==> config.mk <==
export PLATFORM = sky130hd
export DESIGN_NAME = serial_selftest
export DESIGN_NICKNAME = d
export VERILOG_FILES = /design/src/rtl/selftest_pkg.sv /design/src/rtl/selftest_lfsr.sv /design/src/rtl/selftest_store.sv /design/src/rtl/selftest_seq.sv /design/src/rtl/serial_selftest.sv
export SDC_FILE = /design/constraint.sdc
export NUM_CORES = 1
export LEC_CHECK = 0
export BUFFER_PORTS_ARGS = -buffer_cell sky130_fd_sc_hd__buf_4
export CAP_MARGIN = 0
export CORE_UTILIZATION = 59
export DETAILED_ROUTE_END_ITERATION = 6
export GPL_TIMING_DRIVEN = 0
export PLACE_DENSITY = 0.8
export SLEW_MARGIN = 30
export SYNTH_ARGS = -nofsm -noshare
export SYNTH_HDL_FRONTEND = slang
export SYNTH_SLANG_ARGS = --single-unit
==> constraint.sdc <==
create_clock -name clk -period 2.88 [get_ports clk]
set_input_delay 0.144 -clock clk [delete_from_list [all_inputs] [get_ports clk]]
set_output_delay 0.144 -clock clk [all_outputs]
set_load 0.02 [all_outputs]
==> src/rtl/selftest_pkg.sv <==
package selftest_pkg;

    typedef enum logic [2:0] {
        PH_IDLE,
        PH_LOAD,
        PH_DRAIN,
        PH_RECV,
        PH_CMP
    } phase_e;

    // Bit order is software-visible: start is bit 7, pass is bit 0.
    typedef struct packed {
        logic start;
        logic loaded;
        logic sent;
        logic rcvd;
        logic cmp;
        logic err;
        logic spare;
        logic pass;
    } ctl_t;

    localparam int CTL_W = $bits(ctl_t);

    function automatic ctl_t ctl_on_start();
        ctl_t c;
        c       = '0;
        c.start = 1'b1;
        return c;
    endfunction

endpackage

==> src/rtl/selftest_lfsr.sv <==
module selftest_lfsr #(
    parameter int             W     = 8,
    parameter logic [W-1:0]   TAPS  = 8'hB8,
    parameter logic [W-1:0]   SEED  = 8'h01
) (
    input  logic         clk,
    input  logic         rst,
    input  logic         reseed,
    input  logic         step,
    output logic [W-1:0] value
);
    logic feedback;

    assign feedback = ^(value & TAPS);

    always_ff @(posedge clk) begin
        if (rst || reseed) begin
            value <= SEED;
        end else if (step) begin
            value <= {value[W-2:0], feedback};
        end
    end
endmodule

==> src/rtl/selftest_store.sv <==
module selftest_store #(
    parameter int W     = 8,
    parameter int DEPTH = 16,
    parameter int IDX_W = $clog2(DEPTH)
) (
    input  logic             clk,
    input  logic             rst,
    input  logic             wr_en,
    input  logic [IDX_W-1:0] wr_idx,
    input  logic [W-1:0]     wr_data,
    input  logic [IDX_W-1:0] rd_idx,
    output logic [W-1:0]     rd_data
);
    logic [W-1:0] mem [DEPTH];

    for (genvar g = 0; g < DEPTH; g++) begin : g_entry
        always_ff @(posedge clk) begin
            if (rst) begin
                mem[g] <= '0;
            end else if (wr_en && wr_idx == IDX_W'(g)) begin
                mem[g] <= wr_data;
            end
        end
    end

    assign rd_data = mem[rd_idx];
endmodule

==> src/rtl/selftest_seq.sv <==
module selftest_seq
    import selftest_pkg::*;
#(
    parameter int W       = 8,
    parameter int DEPTH   = 16,
    parameter int TIMEOUT = 4096,
    parameter int IDX_W   = $clog2(DEPTH)
) (
    input  logic             clk,
    input  logic             rst,
    input  logic             host_we,
    input  logic [CTL_W-1:0] host_wdata,
    input  logic             tx_full,
    input  logic             tx_empty,
    input  logic             rx_full,
    input  logic             rx_empty,
    input  logic             rx_err,
    input  logic [W-1:0]     rx_data,
    input  logic [W-1:0]     ref_data,
    output ctl_t             ctl,
    output logic             loop_sel,
    output logic             start_cmd,
    output logic             tx_wr_en,
    output logic             rx_rd_en,
    output logic [IDX_W-1:0] wr_idx,
    output logic [IDX_W-1:0] rd_idx
);
    localparam int               TMO_W    = $clog2(TIMEOUT + 1);
    localparam logic [TMO_W-1:0] TMO_LAST = TMO_W'(TIMEOUT - 1);
    localparam logic [IDX_W-1:0] IDX_LAST = IDX_W'(DEPTH - 1);

    phase_e           phase;
    logic [TMO_W-1:0] tmo;
    logic             miss;
    logic             byte_bad;
    logic             advance;

    assign start_cmd = (phase == PH_IDLE) && host_we && host_wdata[CTL_W-1];
    assign tx_wr_en  = (phase == PH_LOAD) && !tx_full;
    assign rx_rd_en  = (phase == PH_CMP)  && !rx_empty;
    assign loop_sel  = (phase != PH_IDLE);
    assign byte_bad  = (rx_data != ref_data);
    assign advance   = tx_wr_en || rx_rd_en ||
                       ((phase == PH_DRAIN) && tx_empty) ||
                       ((phase == PH_RECV)  && rx_full);

    always_ff @(posedge clk) begin
        if (rst) begin
            phase  <= PH_IDLE;
            ctl    <= '0;
            wr_idx <= '0;
            rd_idx <= '0;
            miss   <= 1'b0;
            tmo    <= '0;
        end else begin
            if (phase != PH_IDLE && rx_err) begin
                ctl.err <= 1'b1;
            end
            if (phase == PH_IDLE || advance) begin
                tmo <= '0;
            end else begin
                tmo <= tmo + 1'b1;
            end

            unique case (phase)
                PH_IDLE: begin
                    if (start_cmd) begin
                        ctl    <= ctl_on_start();
                        wr_idx <= '0;
                        rd_idx <= '0;
                        miss   <= 1'b0;
                        phase  <= PH_LOAD;
                    end
                end
                PH_LOAD: begin
                    if (tx_wr_en) begin
                        wr_idx <= wr_idx + 1'b1;
                        if (wr_idx == IDX_LAST) begin
                            ctl.loaded <= 1'b1;
                            phase      <= PH_DRAIN;
                        end
                    end
                end
                PH_DRAIN: begin
                    if (tx_empty) begin
                        ctl.sent <= 1'b1;
                        phase    <= PH_RECV;
                    end
                end
                PH_RECV: begin
                    if (rx_full) begin
                        ctl.rcvd <= 1'b1;
                        phase    <= PH_CMP;
                    end
                end
                PH_CMP: begin
                    if (rx_rd_en) begin
                        ctl.cmp <= 1'b1;
                        rd_idx  <= rd_idx + 1'b1;
                        if (rd_idx == IDX_LAST) begin
                            ctl.pass  <= !(miss || byte_bad);
                            ctl.start <= 1'b0;
                            phase     <= PH_IDLE;
                        end else if (byte_bad) begin
                            miss <= 1'b1;
                        end
                    end
                end
                default: phase <= PH_IDLE;
            endcase

            if (phase != PH_IDLE && !advance && tmo == TMO_LAST) begin
                ctl.start <= 1'b0;
                ctl.pass  <= 1'b0;
                phase     <= PH_IDLE;
            end
        end
    end
endmodule

==> src/rtl/serial_selftest.sv <==
module serial_selftest
    import selftest_pkg::*;
#(
    parameter int           DATA_W  = 8,
    parameter int           DEPTH   = 16,
    parameter int           TIMEOUT = 4096,
    parameter logic [7:0]   TAPS    = 8'hB8,
    parameter logic [7:0]   SEED    = 8'h01
) (
    input  logic              clk,
    input  logic              rst,
    input  logic              reg_we,
    input  logic [7:0]        reg_wdata,
    output logic [7:0]        reg_rdata,
    output logic              loop_sel,
    output logic              tx_wr_en,
    output logic [DATA_W-1:0] tx_wr_data,
    input  logic              tx_full,
    input  logic              tx_empty,
    output logic              rx_rd_en,
    input  logic [DATA_W-1:0] rx_rd_data,
    input  logic              rx_empty,
    input  logic              rx_full,
    input  logic              rx_err
);
    localparam int IDX_W = $clog2(DEPTH);

    ctl_t              ctl;
    logic              start_cmd;
    logic [IDX_W-1:0]  wr_idx;
    logic [IDX_W-1:0]  rd_idx;
    logic [DATA_W-1:0] pattern;
    logic [DATA_W-1:0] ref_byte;

    selftest_lfsr #(
        .W    (DATA_W),
        .TAPS (DATA_W'(TAPS)),
        .SEED (DATA_W'(SEED))
    ) u_lfsr (
        .clk    (clk),
        .rst    (rst),
        .reseed (start_cmd),
        .step   (tx_wr_en),
        .value  (pattern)
    );

    selftest_store #(
        .W     (DATA_W),
        .DEPTH (DEPTH),
        .IDX_W (IDX_W)
    ) u_store (
        .clk     (clk),
        .rst     (rst),
        .wr_en   (tx_wr_en),
        .wr_idx  (wr_idx),
        .wr_data (pattern),
        .rd_idx  (rd_idx),
        .rd_data (ref_byte)
    );

    selftest_seq #(
        .W       (DATA_W),
        .DEPTH   (DEPTH),
        .TIMEOUT (TIMEOUT),
        .IDX_W   (IDX_W)
    ) u_seq (
        .clk        (clk),
        .rst        (rst),
        .host_we    (reg_we),
        .host_wdata (reg_wdata),
        .tx_full    (tx_full),
        .tx_empty   (tx_empty),
        .rx_full    (rx_full),
        .rx_empty   (rx_empty),
        .rx_err     (rx_err),
        .rx_data    (rx_rd_data),
        .ref_data   (ref_byte),
        .ctl        (ctl),
        .loop_sel   (loop_sel),
        .start_cmd  (start_cmd),
        .tx_wr_en   (tx_wr_en),
        .rx_rd_en   (rx_rd_en),
        .wr_idx     (wr_idx),
        .rd_idx     (rd_idx)
    );

    assign tx_wr_data = pattern;
    assign reg_rdata  = ctl;
endmodule

* Word-level counts from Yosys, hierarchy flattened *
Memories as Yosys holds them, arrays and structs flattened. A register that Yosys moved wholly into a read port is not among the register bits.
Index checks and enable logic that the tools add are counted.

storage, ports and cells
  bits in writable memories = 128
  register bits = 40
  logic and storage cells = 221
  output and inout port bits = 19
  memories kept = 1

memories
  memory       depth  bits a word  read ports  clocked after Yosys merged registers in  write ports  line                  RTL
  u_store.mem  16     8            1           1                                        16           selftest_store.sv:14  logic [W-1:0] mem [DEPTH];

cells by class
  equal/unequal tests = 31
  mux-type cells = 104
  reduce and logical (&&, ||, !) cells = 53
  add/subtract/negate cells = 3
  bitwise operators = 16

operator list
  kind                                                                      number
  8-bit 2-to-1 mux                                                          17
  1-bit 2-to-1 mux                                                          64
  4-bit equality test (second input constant)                               9
  1-bit logical AND                                                         25
  3-bit 2-to-1 mux                                                          7
  4-bit 2-to-1 mux                                                          5
  4-bit by 3-bit equality test with 1-bit output (second input constant)    4
  1-bit OR                                                                  16
  4-bit case mux with 2 select lines                                        2
  3-bit case mux with 5 select lines                                        1
  1-bit case mux with 2 select lines                                        7
  13-bit by 1-bit adder with 13-bit output (second input constant)          1
  13-bit by 12-bit equality test with 1-bit output (second input constant)  1
  2-bit inequality test (second input constant)                             6
  3-bit AND reduction                                                       4
  4-bit by 1-bit adder with 4-bit output (second input constant)            2
  4-bit by 2-bit equality test with 1-bit output (second input constant)    2
  8-bit inequality test                                                     1
  4-bit AND reduction                                                       2
  2-bit nonzero test                                                        4
  8-bit XOR reduction                                                       1
  7-bit AND reduction                                                       1
  3-bit by 2-bit equality test with 1-bit output (second input constant)    2
  1-bit logical OR                                                          6
  other kinds (11)                                                          17

* Depth between registers and ports, before layout *
  depth after elaboration = 9
  gate-level depth with buffers = 10
  depth with buffers taken out = 7

* By module *
From an unflattened synthesis, not the netlist that was laid out.

second synthesis, totals
  cell total of the unflattened synthesis = 596
  area total of the unflattened synthesis = 7,797.5 um2

modules (own cells, without submodules)
  module          sequential area each (um2)  instances  area an instance (um2)  cells each
  selftest_store  3,843.7                     1          5,915.7                 384
  selftest_seq    640.6                       1          1,547.7                 181
  selftest_lfsr   160.2                       1          334.1                   31

* Worst setup path before layout *
OpenSTA, ideal clock, no wires.

  path kind = flip-flop to flip-flop
  from = register (tool-made name)
  to = register u_seq.miss
  path slack = 0.880 ns
  library setup time = 0.115 ns
  data arrival time = 1.886 ns
  path buffers = 1
  stages on the path, launching flop included = 7
  cell sequence = dfxtp_1 buf_6 mux4_1 mux4_2 xnor2_1 o2111ai_1 o21a_1

RTL lines
  element                 line                 RTL
  end signal: assignment  selftest_seq.sv:53   miss <= 1'b0;
  end signal: assignment  selftest_seq.sv:71   miss <= 1'b0;
  end signal: assignment  selftest_seq.sv:105  miss <= 1'b1;
  end: declaration        selftest_seq.sv:34   logic miss;

==> results.sh <==
export IMPL_outcome="finished clean"
export IMPL_final_nets=736
export IMPL_area_growth_pct=14.6
export IMPL_fin_crit_sh=0.948
export IMPL_min_period_ns=2.73
export IMPL_hold_viol_final=0
export IMPL_nFillCells=900
export IMPL_power_mw=5.44
export IMPL_viasPerCell=6.11
export IMPL_synth_edf_count=128
export IMPL_place_area_um2=8560
export IMPL_post_cts_buffers=0
export IMPL_hp_class="input port to flop"
export IMPL_grt_pass1_wl_mm=30.4
export IMPL_ys_flop_type="edfxtp_1"
export IMPL_synth_top_area_cell="edfxtp_1"
export IMPL_power_leakage_nw=3.24
export IMPL_antenna_found_initial=1
export IMPL_syn_area_per_cell_um2=12.4
export IMPL_core_area_um2=13300
export IMPL_rsz0062_at_grt="false"
export IMPL_io_buffer_count=34
export IMPL_tightest_slew_ns=1.08
export IMPL_register_area_um2=4720
export IMPL_netlist_area_leader_share=0.477
export IMPL_synth_cells=651
export IMPL_grt_pass1_vias=5485
export IMPL_tns_ns=0
export IMPL_die_area_um2=14100
export IMPL_fin_skew_ns=0.00577
export IMPL_yosysSeqAreaShare=0.586
export IMPL_multi_input_area_um2=3180
export IMPL_cts_htree_levels=4
export IMPL_async_reset_ff_frac=0
export IMPL_cp_data_arrival_time_ns=3.06
export IMPL_drc=0
export IMPL_critical_path_class="flop to flop"
export IMPL_first_pass_iters=6
export IMPL_grt_max_degree=17
export IMPL_syn_cell_area_um2=8060
export IMPL_grt_overflow_total=0
export IMPL_die_w_um=119
export IMPL_grtUsageTotal=0.296
export IMPL_path_clk_slew_ns=0.06
export IMPL_irDropWorstVdd_mv=0.417
export IMPL_cp_required_ns=3.21
export IMPL_clkSinkCount=172
export IMPL_final_area_um2=9240
export IMPL_fp_row_count=42
export IMPL_layout_drive_gt1_share=0.154
export IMPL_tritoncts="done"
export IMPL_synth_nets=681
export IMPL_post_place_ws_ns=0.122
export IMPL_finalWirelength_mm=19.7
export IMPL_drt_iter0_drc=473
export IMPL_post_dp_hpwl_mm=13.1
export IMPL_diodes=0
export IMPL_cts_buffer_depth=2
export IMPL_p_per_area_nw_per_um2=589
export IMPL_endpoint_kind="flop"
export IMPL_crit_fanout=10
export IMPL_clockRootBuffer="clkbuf_16"
export IMPL_postRouteAntennaNets=0
export IMPL_avgRoutedWirePerCell_um=22.0
export IMPL_max_freq_mhz=366
export IMPL_gp_congestion=0.889
export IMPL_drv_slew=0
export IMPL_yosys_top_cells_area="edfxtp_1 (48%), dfxtp_1 (11%), and2_1 (10%)"
export IMPL_cts_buffers=17
export IMPL_yosys_warnings=0
export IMPL_start_util=0.607
export IMPL_io_pin_count=43
export IMPL_synth_distinct_cells=53
export IMPL_die_h_um=119
export IMPL_vias=5468
export IMPL_setup_viol=0
export IMPL_dpl_cell_count=861
export IMPL_cap_violations=0
export IMPL_setup_slack_ns=0.150
export IMPL_final_cells=895
export IMPL_slew_headroom=0.279
export IMPL_insertion_delay_ns=0.43
export IMPL_cp_start_kind="flop"
export IMPL_ys_seq_elements=172
==> flip-flops by register name, summed over array words and instances (netlist names), named ones only <==
| name | count |
|---|---|
| u_seq.tmo | 13 |
| u_seq.rd_idx | 4 |
| u_store.mem | 128 |
| u_lfsr.value | 8 |
| u_seq.ctl | 7 |
| u_seq.phase | 3 |
| u_seq.wr_idx | 4 |
| u_seq.miss | 1 |
==> where the power goes <==
part	switching [mW]	internal, mW	total (mW)	leakage (nW)
Clock	0.933	1.53	2.46	0.290
Sequential	0.0287	2.73	2.76	1.64
Combinational	0.142	0.0798	0.221	1.31
==> cell type report <==
cell class	count	area share
Buffer	36	0.0192
Timing Repair Buffer	36	0.0298
Multi-Input combinational cell	435	0.345
Sequential cell	172	0.511
Tap cell	176	0.0238
Clock inverter	13	0.0214
Inverter	8	0.00325
Clock buffer	19	0.0468
==> worst max-delay path, cell delays in order (launching register included) <==
cell	delay (ns)
dfxtp_1	0.34
buf_4	0.23
buf_2	0.35
clkbuf_1	0.49
mux2i_1	0.33
mux2i_1	0.16
xnor2_1	0.17
o2111ai_1	0.29
o21a_1	0.27
==> stage by stage <==
step | utilization | hold WS (ns)
after floorplan | - | 0.285
after global placement | 0.642 | 0.375
after detailed placement | 0.644 | 0.416
after CTS | 0.693 | 0.0403
after global routing | 0.695 | 0.0613
final | 0.695 | 0.0450
==> timing repair <==
action | 4_1_cts | 5_1_grt
hold endpoints to repair | 2 | 0
hold buffers | 2 | 0
endpoints found under the setup margin | 0 | 1
gates resized for setup | 0 | 1
==> metal layers <==
metal,track usage,wire length [µm]
met4,0.157,783
met3,0.0603,1560
met2,0.479,9510
met5,0,9
met1,0.379,7840
==> final timing paths <==
path                                   start        endpoint  slack, ns  cells past startpoint
worst max-delay path                    flop      u_seq.miss       0.15                      8
worst min-delay path                 rx_full  u_seq.phase[2]       0.04                      3
worst max register to register          flop      u_seq.miss       0.15                      8
worst min register to register  u_seq.tmo[0]    u_seq.tmo[0]       0.46                      1
==> cell usage after synthesis, drive strengths merged, types with 10 or more instances <==
| cell type | count |
|---|---|
| mux2i | 33 |
| edfxtp | 128 |
| nor3 | 13 |
| o21bai | 13 |
| nor2 | 50 |
| xor2 | 10 |
| a21oi | 23 |
| dfxtp | 44 |
| mux4 | 20 |
| nand3 | 14 |
| buf | 13 |
| nand2 | 32 |
| clkbuf | 23 |
| xnor2 | 13 |
| and2 | 129 |
==> placed cells by master (no fill, tap or decap), types with 9 or more instances in the layout <==
cell | netlist | routed
buf_4 | 8 | 42
xor2_1 | 10 | 10
nor2_1 | 50 | 50
nand2_1 | 32 | 32
clkbuf_1 | 23 | 25
xnor2_1 | 13 | 13
nor3_1 | 13 | 9
a21oi_1 | 23 | 23
mux2i_1 | 33 | 33
nand3_1 | 14 | 14
dfxtp_1 | 44 | 44
mux4_2 | 13 | 13
and2_1 | 129 | 129
edfxtp_1 | 128 | 128
clkbuf_16 | 0 | 17
==> logic make-up (layout without fill, tap and decap cells) <==
| family | Yosys count | count (layout) | share of synthesized area |
|---|---|---|---|
| AOI/OAI and AO/OA | 71 | 71 | 0.0591 |
| xor gates and xnor gates | 23 | 23 | 0.0250 |
| adders and majority gates | 6 | 6 | 0.00931 |
| buffers and inverters | 44 | 112 | 0.0254 |
| DFF | 172 | 172 | 0.586 |
| muxes | 57 | 57 | 0.106 |
| other | 1 | 1 | 0.000465 |
| and+or+nand+nor | 277 | 277 | 0.189 |
Note: power is estimated with default switching activity, not from simulation.
